--- config.mk ---
export PLATFORM = sky130hd
export DESIGN_NAME = adc_seq_ctrl
export DESIGN_NICKNAME = d
export VERILOG_FILES = /design/src/rtl/adc_seq_pkg.sv /design/src/rtl/adc_seq_settle.sv /design/src/rtl/adc_seq_engine.sv /design/src/rtl/adc_seq_results.sv /design/src/rtl/adc_seq_ctrl.sv
export SDC_FILE = /design/constraint.sdc
export NUM_CORES = 1
export LEC_CHECK = 0
export BUFFER_PORTS_ARGS = -buffer_cell sky130_fd_sc_hd__buf_2
export CORE_UTILIZATION = 40
export DETAILED_ROUTE_END_ITERATION = 7
export PLACE_DENSITY_LB_ADDON = 0.1
export SYNTH_ARGS = -nofsm -noshare
export SYNTH_HDL_FRONTEND = slang
export SYNTH_HIERARCHICAL = 1
export SYNTH_SLANG_ARGS = --single-unit
--- constraint.sdc ---
create_clock -name clk -period 3.3 [get_ports clk]
set_clock_uncertainty 0.15 [all_clocks]
set_input_delay 0.495 -clock clk [delete_from_list [all_inputs] [get_ports clk]]
set_output_delay 0.495 -clock clk [all_outputs]
set_load 0.005 [all_outputs]
--- src/rtl/adc_seq_pkg.sv ---
package adc_seq_pkg;
  localparam int CODE_W    = 8;
  localparam int CHAN_W    = 3;
  localparam int NUM_SLOTS = 4;
  localparam int SLOT_W    = $clog2(NUM_SLOTS);
  localparam int ADDR_W    = 3;

  localparam logic [ADDR_W-1:0] A_CTRL = 3'd0;
  localparam logic [ADDR_W-1:0] A_PWR  = 3'd1;

  typedef struct packed {
    logic              scan;
    logic              multi;
    logic [CHAN_W-1:0] sel;
  } ctrl_t;
endpackage

--- src/rtl/adc_seq_settle.sv ---
module adc_seq_settle #(
  parameter int SETTLE_CYCLES = 200
) (
  input  logic clk,
  input  logic rst_n,
  input  logic pwr_en,
  output logic ready
);
  localparam int CW = $clog2(SETTLE_CYCLES + 1) + 1;
  localparam logic [CW-1:0] LIMIT = CW'(SETTLE_CYCLES);

  logic [CW-1:0] cnt;

  always_ff @(posedge clk) begin
    if (!rst_n)             cnt <= '0;
    else if (!pwr_en)       cnt <= '0;
    else if (cnt != LIMIT)  cnt <= cnt + 1'b1;
  end

  assign ready = pwr_en && (cnt == LIMIT);
endmodule

--- src/rtl/adc_seq_engine.sv ---
module adc_seq_engine
  import adc_seq_pkg::*;
#(
  parameter int SLOT_CYCLES = 32
) (
  input  logic              clk,
  input  logic              rst_n,
  input  logic              kick,
  input  logic              ready,
  input  logic              scan,
  output logic [SLOT_W-1:0] slot,
  output logic              conv_start,
  output logic              capture,
  output logic              done
);
  localparam int CW = $clog2(SLOT_CYCLES);
  localparam logic [CW-1:0]     LAST_CYC  = CW'(SLOT_CYCLES - 1);
  localparam logic [SLOT_W-1:0] LAST_SLOT = SLOT_W'(NUM_SLOTS - 1);

  logic          pending, active;
  logic [CW-1:0] cyc;

  always_ff @(posedge clk) begin
    if (!rst_n) begin
      pending <= 1'b0;
      active  <= 1'b0;
      done    <= 1'b0;
      cyc     <= '0;
      slot    <= '0;
    end else if (kick) begin
      // a new request wins over anything finishing this cycle
      pending <= 1'b1;
      active  <= 1'b0;
      done    <= 1'b0;
      cyc     <= '0;
      slot    <= '0;
    end else if (!ready) begin
      active  <= 1'b0;
      cyc     <= '0;
      slot    <= '0;
    end else if (pending) begin
      pending <= 1'b0;
      active  <= 1'b1;
    end else if (active) begin
      if (cyc == LAST_CYC) begin
        cyc <= '0;
        if (slot == LAST_SLOT) begin
          slot <= '0;
          done <= 1'b1;
          if (!scan) active <= 1'b0;
        end else begin
          slot <= slot + 1'b1;
        end
      end else begin
        cyc <= cyc + 1'b1;
      end
    end
  end

  assign conv_start = active && (cyc == '0);
  assign capture    = active && ready && !kick && (cyc == LAST_CYC);
endmodule

--- src/rtl/adc_seq_results.sv ---
module adc_seq_results
  import adc_seq_pkg::*;
(
  input  logic                          clk,
  input  logic                          rst_n,
  input  logic                          capture,
  input  logic [SLOT_W-1:0]             slot,
  input  logic [CODE_W-1:0]             code_in,
  output logic [NUM_SLOTS*CODE_W-1:0]   results
);
  for (genvar g = 0; g < NUM_SLOTS; g++) begin : g_res
    logic [CODE_W-1:0] r;
    always_ff @(posedge clk) begin
      if (!rst_n)                               r <= '0;
      else if (capture && slot == SLOT_W'(g))   r <= code_in;
    end
    assign results[g*CODE_W +: CODE_W] = r;
  end
endmodule

--- src/rtl/adc_seq_ctrl.sv ---
module adc_seq_ctrl
  import adc_seq_pkg::*;
#(
  parameter int SETTLE_CYCLES = 200,
  parameter int SLOT_CYCLES   = 32
) (
  input  logic              clk,
  input  logic              rst_n,
  input  logic              bus_wr,
  input  logic [ADDR_W-1:0] bus_addr,
  input  logic [7:0]        bus_wdata,
  output logic [7:0]        bus_rdata,
  output logic [CHAN_W-1:0] conv_chan,
  output logic              conv_start,
  input  logic [CODE_W-1:0] conv_code
);
  ctrl_t                       ctrl_q;
  logic                        pwr_q;
  logic                        kick, settle_ok, capture, done;
  logic [SLOT_W-1:0]           slot;
  logic [NUM_SLOTS*CODE_W-1:0] results;
  logic                        multi_q;
  logic [CHAN_W-1:0]           sel_q;

  assign kick    = bus_wr && (bus_addr == A_CTRL);
  assign multi_q = ctrl_q.multi;
  assign sel_q   = ctrl_q.sel;

  always_ff @(posedge clk) begin
    if (!rst_n) begin
      ctrl_q <= '0;
      pwr_q  <= 1'b0;
    end else begin
      if (kick) begin
        ctrl_q.scan  <= bus_wdata[5];
        ctrl_q.multi <= bus_wdata[4];
        ctrl_q.sel   <= bus_wdata[2:0];   // bit 3 reserved, dropped
      end
      if (bus_wr && bus_addr == A_PWR) pwr_q <= bus_wdata[0];
    end
  end

  adc_seq_settle #(.SETTLE_CYCLES(SETTLE_CYCLES)) u_settle (
    .clk(clk), .rst_n(rst_n), .pwr_en(pwr_q), .ready(settle_ok)
  );

  adc_seq_engine #(.SLOT_CYCLES(SLOT_CYCLES)) u_engine (
    .clk(clk), .rst_n(rst_n), .kick(kick), .ready(settle_ok),
    .scan(ctrl_q.scan), .slot(slot), .conv_start(conv_start),
    .capture(capture), .done(done)
  );

  adc_seq_results u_results (
    .clk(clk), .rst_n(rst_n), .capture(capture), .slot(slot),
    .code_in(conv_code), .results(results)
  );

  // group mode: top select bit picks the bank, slot index picks the input
  assign conv_chan = ctrl_q.multi ? {ctrl_q.sel[CHAN_W-1], slot} : ctrl_q.sel;

  always_comb begin
    bus_rdata = '0;
    if (bus_addr[2]) begin
      bus_rdata = results[bus_addr[1:0]*CODE_W +: CODE_W];
    end else if (bus_addr == A_CTRL) begin
      bus_rdata = {done, 1'b0, ctrl_q.scan, ctrl_q.multi, 1'b0, ctrl_q.sel};
    end else if (bus_addr == A_PWR) begin
      bus_rdata = {7'd0, pwr_q};
    end
  end
endmodule

## After elaboration in Yosys (flattened, before gate mapping)

Index checks and enable logic that the tools add are counted.

- Bits in read-only memories: 0
- Latch bits: 0
- Input port bits: 22
- Output and inout bits: 12
- Bits in registers: 57
- Logic and storage cells: 63
- Memory bits (writable): 0
- Memories kept: 0

- $lt $le $gt $ge: 0
- Muxes and demuxes: 13
- Equality and inequality tests: 7
- Shift-type cells: 1
- $add $sub $neg: 3
- Bitwise logic cells: 3
- Div/mod/pow operators: 0
- Reduce and logical (&&, ||, !) cells: 22
- Multiply operators: 0

Operator list:

| kind | number |
|---|---|
| $shiftx A32 B6 Y8 | 1 |
| $mux W8 | 2 |
| $logic_and A1 B1 Y1 | 11 |
| $add A9 B1 Y9 const B | 1 |
| $eq A9 B8 Y1 const B | 1 |
| $ne A9 B8 Y1 const B | 1 |
| $mux W1 | 8 |
| $add A5 B1 Y5 const B | 1 |
| $eq A5 B5 Y1 const B | 1 |
| $logic_not A5 Y1 | 1 |
| $mux W5 | 1 |
| $reduce_and A5 Y1 | 1 |
| $eq A2 B2 Y1 const B | 2 |
| $mux W2 | 2 |
| $reduce_and A2 Y1 | 2 |
| $eq A3 B1 Y1 const B | 1 |
| $logic_not A3 Y1 | 1 |
| $not A1 Y1 | 3 |
| $reduce_and A3 Y1 | 1 |
| $reduce_or A3 Y1 | 1 |
| $add A2 B1 Y2 const B | 1 |
| $eq A2 B1 Y1 const B | 1 |
| $logic_not A2 Y1 | 1 |
| $reduce_bool A2 Y1 | 1 |
| other kinds (2) | 2 |

## Longest topological paths before layout

Gate-level depths: netlist of run 1.

- Word-level depth: 6
- Depth in mapped cells: 9
- Gate-level depth less buffers: 8

## Cells and area by module

Netlist of run 1, hierarchy kept.

By module, submodules not included:

| module | cells each | instances | sequential area each (µm²) | area an instance (µm²) |
|---|---|---|---|---|
| adc_seq_results | 115 | 1 | 640.6 | 1177.4 |
| adc_seq_ctrl | 66 | 1 | 120.1 | 619.3 |
| adc_seq_engine | 55 | 1 | 200.2 | 483.0 |
| adc_seq_settle | 52 | 1 | 180.2 | 460.4 |

## Worst setup path after synthesis of run 1

No wires, ideal clock.

- Path kind: flip-flop to flip-flop
- From: reg u_settle.cnt[3]
- To: reg u_results.g_res[0].r[0]
- Required time: 3.030 ns
- Arrival: 2.145 ns
- Setup time: 0.120 ns
- Clock period less this slack: 2.415 ns
- Cell stages (with the launch flop): 8
- Setup slack: 0.885 ns
- Path through: dfxtp_1 nor4b_1 and3_1 nor2b_1 and3_1 or3b_1 buf_6 mux2i_1

- Cells in the longest elaborated chain, start to end: 6

RTL lines:

| what | RTL line | RTL |
|---|---|---|
| start: declaration | adc_seq_settle.sv:12 | `logic [CW-1:0] cnt;` |
| start signal: assignment | adc_seq_settle.sv:17 | `else if (cnt != LIMIT) cnt <= cnt + 1'b1;` |
| $eq A9 B8 Y1 | adc_seq_settle.sv:20 | `assign ready = pwr_en && (cnt == LIMIT);` |
| $logic_and A1 B1 Y1 | adc_seq_settle.sv:20 |  |
| named net settle_ok | adc_seq_ctrl.sv:19 | `logic kick, settle_ok, capture, done;` |
| $logic_and A1 B1 Y1 (3 in series) | adc_seq_engine.sv:61 | `assign capture = active && ready && !kick && (cyc == LAST_CYC);` |
| named net capture | adc_seq_ctrl.sv:19 |  |
| $logic_and A1 B1 Y1 | adc_seq_results.sv:15 | `else if (capture && slot == SLOT_W'(g)) r <= code_in;` |
| end signal: assignment | adc_seq_results.sv:15 |  |
| end: declaration | adc_seq_results.sv:12 | `logic [CODE_W-1:0] r;` |

The timed path passes the listed nets, and every way through them passes these cells.
A chain may end at the register's enable or synchronous reset.

## Worst setup path after layout of run 1

- From: reg u_settle.cnt[3]
- To: reg u_results.g_res[0].r[2]

Same word-level chain as after synthesis.

==> flow_summary.yaml, run 1 <==
sta:
  hold_viol_final: 0
  rsz0062_at_grt: "no"
  whs_ps: 225.9
  tightest_slew_ps: 612.6
  min_period_ps: 2687
  max_freq_mhz: 372.2
  finalSetupViolations: 0
  finalSetupTns_ps: 0
  fin_crit_sh_pct: 81.41
  slew_violations: 0
  slew_headroom_pct: 59.05
final_layout:
  final_util_pct: 47.72
  synthToLayoutAreaGrowth_pct: 13.10
  nets: 348
  layout.cells.non_filler: 401
  drive_above_1_share_pct: 18.52
  diodes: 0
route:
  totalWireLength_mm: 5.849
  drc: 0
  first_iter_violations: 79
  postRouteAntennaNets: 0
  dr.pass1.iters: 6
  routed-via-count: 2108
  vias_per_cell: 5.257
  routedWlPerCell_um: 14.59
floorplanning:
  core_area_um2: 6495
  initial_utilization_pct: 42.19
  die_x_um: 84.77
  io_pins: 34
  die_y_um: 84.77
  dieArea_um2: 7185
  num_rows: 29
placement:
  placedCellCount: 385
  gp_congestion: 0.7115
  hpwl_mm: 4.027
  port_buffers: 30
logic_synthesis:
  synth_compound_area_share_pct: 7.854
  synth_seq_cells: 57
  synth_simple_gate_area_share_pct: 22.15
  synth_area_per_cell_um2: 9.514
  synthArstFlopShare_pct: 0
  synth_top_family_by_area: "simple AND/OR/NAND/NOR gates"
  synth_top_area_share_pct: 41.64
  synth-xor-area-share_pct: 1.279
  synth_ff_type: "dfxtp_1"
  yosys_warnings: 6
  synth_top_area_cell: "dfxtp_1"
  synth_mux_area_share_pct: 19.41
  synthDistinctLibCells: 48
  ys_seq_area_share_pct: 41.64
  synthTopCellsByArea: "dfxtp_1 (42%), mux2i_1 (16%), nand2_1 (8.5%)"
  synth_edf_count: 0
  synthesis.area_um2: 2740
  postSynthCellCount: 288
  synth_adder_area_share_pct: 3.196
  synth_nets: 317
setup_path:
  crit_arrival_ps: 2740
  required_ps: 3350
  start_kind: "register"
  cp_max_fo: 8
  cp-end-kind: "register"
  r2r_slack_ps: 610
  worst-setup-path-type: "register to register"
status:
  status: "completed"
power_and_ir_drop:
  internal_power_mw: 1.022
  p_sw_mw: 0.3034
  p_leak_nw: 1.325
  p_comb_share_pct: 4.4
  p_per_area_nw_per_um2: 427.7
  power_frac_seq_pct: 52.2
  clockPowerShare_pct: 43.4
  ir_drop_v: 0.0003349
  p_total_mw: 1.326
  p_sw_share_pct: 22.89
global_route:
  antenna_found_initial: 0
  grt_util_met3_pct: 5.900
  met1_usage_pct: 20.51
  grt_pass1_vias: 1902
  grt_pass1_wl_mm: 9.204
  grt_overflow: 0
  top_usage_layer: "met2"
  grt_usage_pct: 17.03
  grt_max_degree: 30
  met2_usage_pct: 28.23
clock_network:
  ctsHoldBuffers: 0
  clk_path_buf_depth: 2
  clkTransAtPathRegs_ps: 60
  cts_resized: 0
  worstSkewPairLatency_ps: 340
  post_cts_buffers: 0
  cts-root-buf: "clkbuf_8"
  numCtsBuffers: 9
  htree_num_levels: 3
  cts.sinks: 57
  tritoncts: "done"
flow_run:
  maxCapViolations: 0
min_path:
  hp-class: "primary input to register"
[registers in the layout, summed over array words and instances (netlist names)]
register and flops:
u_engine/cyc 5, u_engine/active 1, u_results/g_res.r 32, ctrl_q 1, pwr_q 1, u_settle/cnt 9
multi_q 1, u_engine/slot 2, u_engine/done 1, sel_q 3, u_engine/pending 1
[layout make-up]
cell class / instances / area, µm²
inverter: 5 / 18.77
timing repair buffer: 34 / 192.7
clock inverter: 3 / 15.01
fill: 660 / 3396
multi-input combinational: 212 / 1476
clock buffer: 13 / 158.9
tap: 77 / 96.34
sequential: 57 / 1141
[routing by layer]
metal | vias to the layer above | part of all wire (%)
met3 | 6 | 3.9
met5 | - | 0
met2 | 28 | 47
met4 | 0 | 1.2
li1 | 1082 | -
met1 | 992 | 48
[power by group through the flow]
stage	combinational, mW	clock, mW	sequential [mW]
3_5_place_dp	0.0589	0	0.708
3_3_place_gp	0.0591	0	0.708
4_1_cts	0.0591	0.595	0.692
2_1_floorplan	0.0393	0	0.707
5_1_grt	0.0631	0.631	0.692
6_report	0.0581	0.575	0.692
[Yosys cell counts, types with 3 or more instances]
master / count
a21oi_1: 13
and3_1: 3
buf_6: 5
clkbuf_1: 4
dfxtp_1: 57
ha_1: 7
inv_1: 5
mux2_2: 3
mux2i_1: 43
mux4_2: 3
nand2_1: 62
nand3_1: 12
nand3b_1: 4
nor2_1: 5
nor2b_1: 3
nor3_1: 3
o21ai_0: 10
o221ai_1: 3
o31ai_1: 3
or3_1: 3
xor2_1: 3
[worst max-delay path: stages (launching register included)]
cell	delay [ps]
dfxtp_1	430
nor4b_1	290
buf_4	190
and3_1	200
nor2b_1	230
and3_1	250
or3b_1	610
mux2i_1	200
[worst paths after layout]
path                                         startpoint  depth (start not counted)                      end
worst max-delay path                    u_settle/cnt[3]                          7  u_results/g_res[0].r[2]
worst min register to register  u_results/g_res[1].r[6]                          2  u_results/g_res[1].r[6]
worst min-delay path                       bus_wdata[2]                          3                 sel_q[2]
worst max register to register          u_settle/cnt[3]                          7  u_results/g_res[0].r[2]
[metrics by stage]
stage / area [µm²] / setup WS [ps]
final: 3099 / 613.4
after global routing: 3099 / 450.1
after CTS: 3099 / 605.0
after detailed placement: 2925 / 622.7
after global placement: 2925 / 659.5
after floorplan: 2740 / 884.6
[cells in the final DEF, fill, tap and decap left out, drive strengths merged, types with 4 or more instances in the layout]
cell / n
or3: 4
o21ai: 10
clkbuf: 13
inv: 5
nand3: 13
nor2: 5
nand2: 62
mux2i: 43
ha: 7
a21oi: 13
nand3b: 4
dfxtp: 57
buf: 34
[cells by family (layout without fill, tap and decap cells)]
group | after synthesis | count (layout)
and+or+nand+nor | 117 | 117
DFF | 57 | 57
AOI/OAI and AO/OA | 35 | 35
buffers and inverters | 19 | 55
xor gates and xnor gates | 4 | 4
adders and majority gates | 7 | 7
muxes | 49 | 49
No activity file was read; power rests on OpenSTA's default activity.
==> run 2: changes to the inputs <==
--- a/config.mk
+++ b/config.mk
@@ -5,6 +5,7 @@
 export SDC_FILE = /design/constraint.sdc
 export NUM_CORES = 1
 export LEC_CHECK = 0
+export ABC_AREA = 1
 export BUFFER_PORTS_ARGS = -buffer_cell sky130_fd_sc_hd__buf_2
 export CORE_UTILIZATION = 40
 export DETAILED_ROUTE_END_ITERATION = 7
==> constraint.sdc (replaced) <==
create_clock -name clk -period 2.4 [get_ports clk]
set_clock_uncertainty 0.15 [all_clocks]
set_input_delay 0.36 -clock clk [delete_from_list [all_inputs] [get_ports clk]]
set_output_delay 0.36 -clock clk [all_outputs]
set_load 0.005 [all_outputs]
==> run 2 against run 1 <==
Sequential cell count is the same. Sequential share of layout area shrank 5.1 points. Register-to-register slack lost 430 ps. Maximum frequency grew 21%.
==> flow_summary.yaml, run 2 <==
logic_synthesis:
  synth_commonest_cells: "nand2_1 (175), nor2_1 (98), inv_1 (76), dfxtp_1 (57), nand3_1 (27)"
  synthDistinctLibCells: 26
  synth_compound_area_share_pct: 4.734
  yosys.cell_count.top_type: "nand2_1"
  synth_area_per_cell_um2: 6.201
  synth_ff_type: "dfxtp_1"
  synth_top_area_share_pct: 35.39
  postSynthCellCount: 520
  synth_mux_area_share_pct: 0
  synth_seq_cells: 57
  synthArstFlopShare_pct: 0
  yosys_warnings: 6
  synthesis.area_um2: 3224
  synth_adder_area_share_pct: 2.716
  synth_top_family_by_area: "simple AND/OR/NAND/NOR gates"
  synth_edf_count: 0
  synthTopCellsByArea: "dfxtp_1 (35%), nand2_1 (20%), nor2_1 (11%)"
  ys_seq_area_share_pct: 35.39
  synth_nets: 549
  synth_simple_gate_area_share_pct: 42.69
  synth-xor-area-share_pct: 0.2716
  synth_top_area_cell: "dfxtp_1"
power_and_ir_drop:
  p_per_area_nw_per_um2: 507.5
  clockPowerShare_pct: 41.7
  p_sw_share_pct: 24.70
  ir_drop_v: 0.0002334
  p_comb_share_pct: 6.0
  internal_power_mw: 1.375
  power_frac_seq_pct: 52.3
  p_sw_mw: 0.4509
  p_total_mw: 1.826
  p_leak_nw: 1.809
setup_path:
  crit_path_cell_trace: "inv_1 -> ha_1 -> nand2_1 -> nor2_1 -> and3_2 -> nand3_1 -> nor2_2 -> buf_12 -> nand3_2 -> nor2_1 -> nor2_1"
  required_ps: 2470
  cp.depth: 11
  start_kind: "register"
  cp_max_fo: 21
  reg2reg_depth: 11
  critPathBufInv: 2
  cp-end-kind: "register"
  crit_family: "simple AND/OR/NAND/NOR gates"
  slowest_delay_ps: 330
  path_common_cell: "nor2_1"
  slowest_stage: "dfxtp_1"
  worst-setup-path-type: "register to register"
  crit_arrival_ps: 2290
sta:
  min_period_ps: 2219
  slew_headroom_pct: 58.49
  whs_ps: 97.79
  setup_ws_ps: 180.8
  slew_violations: 0
  max_freq_mhz: 450.6
  hold_viol_final: 0
  tightest_slew_ps: 622.0
  finalSetupViolations: 0
  rsz0062_at_grt: "yes"
  finalSetupTns_ps: 0
  fin_crit_sh_pct: 92.47
final_layout:
  layout_commonest_cell: "nand2_1"
  nFillCells: 853
  final_util_pct: 46.31
  nets: 580
  largest_registers: "u_results/g_res.r: 32 flops, u_settle/cnt: 9 flops, u_engine/cyc: 5 flops"
  synthToLayoutAreaGrowth_pct: 11.56
  seq_area_um2: 1141
  top_register: "u_results/g_res.r"
  largest_reg_flops: 32
  fin_area_um2: 3597
  diodes: 0
  drive_above_1_share_pct: 14.23
  layout_common_cells: "nand2_1 (175), nor2_1 (97), inv_1 (76)"
  layout.cells.non_filler: 657
  multi_input_area_um2: 1649
route:
  first_iter_violations: 137
  routed-via-count: 2973
  dr.pass1.iters: 4
  routedWlPerCell_um: 11.51
  postRouteAntennaNets: 0
  drc: 0
  totalWireLength_mm: 7.561
  vias_per_cell: 4.525
min_path:
  min_path_cells: 3
  hp-class: "primary input to register"
global_route:
  antenna_found_initial: 0
  grt_usage_pct: 19.29
  grt_pass1_wl_mm: 12.83
  grt_max_degree: 35
  grt_pass1_vias: 2844
  grt_overflow: 0
clock_network:
  ctsHoldBuffers: 0
  cts.sinks: 57
  cts-root-buf: "clkbuf_8"
  clk_path_buf_depth: 2
  htree_num_levels: 3
  numCtsBuffers: 9
  worstSkewPairLatency_ps: 330
  clkTransAtPathRegs_ps: 60
  tritoncts: "done"
placement:
  placedCellCount: 640
  gp_congestion: 0.8016
  port_buffers: 30
  pre_cts_slack_ps: 108.1
  place_area_um2: 3412
  hpwl_mm: 5.046
floorplanning:
  io_pins: 34
  die_y_um: 91.78
  num_rows: 32
  core_area_um2: 7767
  dieArea_um2: 8424
  die_x_um: 91.78
  initial_utilization_pct: 41.51
status:
  status: "completed"
flow_run:
  maxCapViolations: 0
[run 2: per-layer routing]
layer	global-route usage (%)	routed length [µm]
met5	0	0
met4	7.682	87
met3	4.809	277
met2	31.64	3425
met1	24.22	3771
[run 2: kinds of logic (layout without fill, tap and decap cells)]
group,after synthesis,after routing
flip-flops,57,57
XOR/XNOR,1,1
adder cells (fa/ha/maj),7,7
AND/OR/NAND/NOR,324,326
AO/OA/AOI/OAI,30,30
buffers and inverters,101,134
[run 2: final cells by class]
| cell class | instances | share of cell area [%] |
|---|---|---|
| Sequential cell | 57 | 31.72 |
| Clock buffer | 11 | 3.930 |
| Timing Repair Buffer | 35 | 5.565 |
| Clock inverter | 4 | 0.5565 |
| Multi-Input combinational cell | 364 | 45.84 |
| Inverter | 84 | 8.835 |
| Tap cell | 102 | 3.548 |
[run 2: what timing repair did]
action | CTS | global route
setup endpoints to repair | 0 | 24
buffers inserted | 0 | 0
resized for setup | 0 | 2
[run 2: worst min-delay path, delay by kind of cell]
kind / cells / cell delay, ps
buffers and inverters: 1 / 70
AND/OR/NAND/NOR: 2 / 110
[run 2: path summary, 6_finish.rpt]
path / from / endpoint / slack, ps
min: bus_wdata[1] / sel_q[1] / 100
max: u_settle/cnt[0] / u_results/g_res[2].r[2] / 180
max reg2reg: u_settle/cnt[0] / u_results/g_res[2].r[2] / 180
min reg2reg: u_engine/done / u_engine/done / 300
[run 2: power by group through the flow]
| stage | combinational, mW | clock [mW] | sequential, mW |
|---|---|---|---|
| floorplan | 0.0646 | 0 | 0.975 |
| global placement | 0.110 | 0 | 0.976 |
| detailed placement | 0.111 | 0 | 0.976 |
| CTS | 0.111 | 0.797 | 0.954 |
| global route | 0.125 | 0.837 | 0.954 |
| finish | 0.109 | 0.762 | 0.954 |
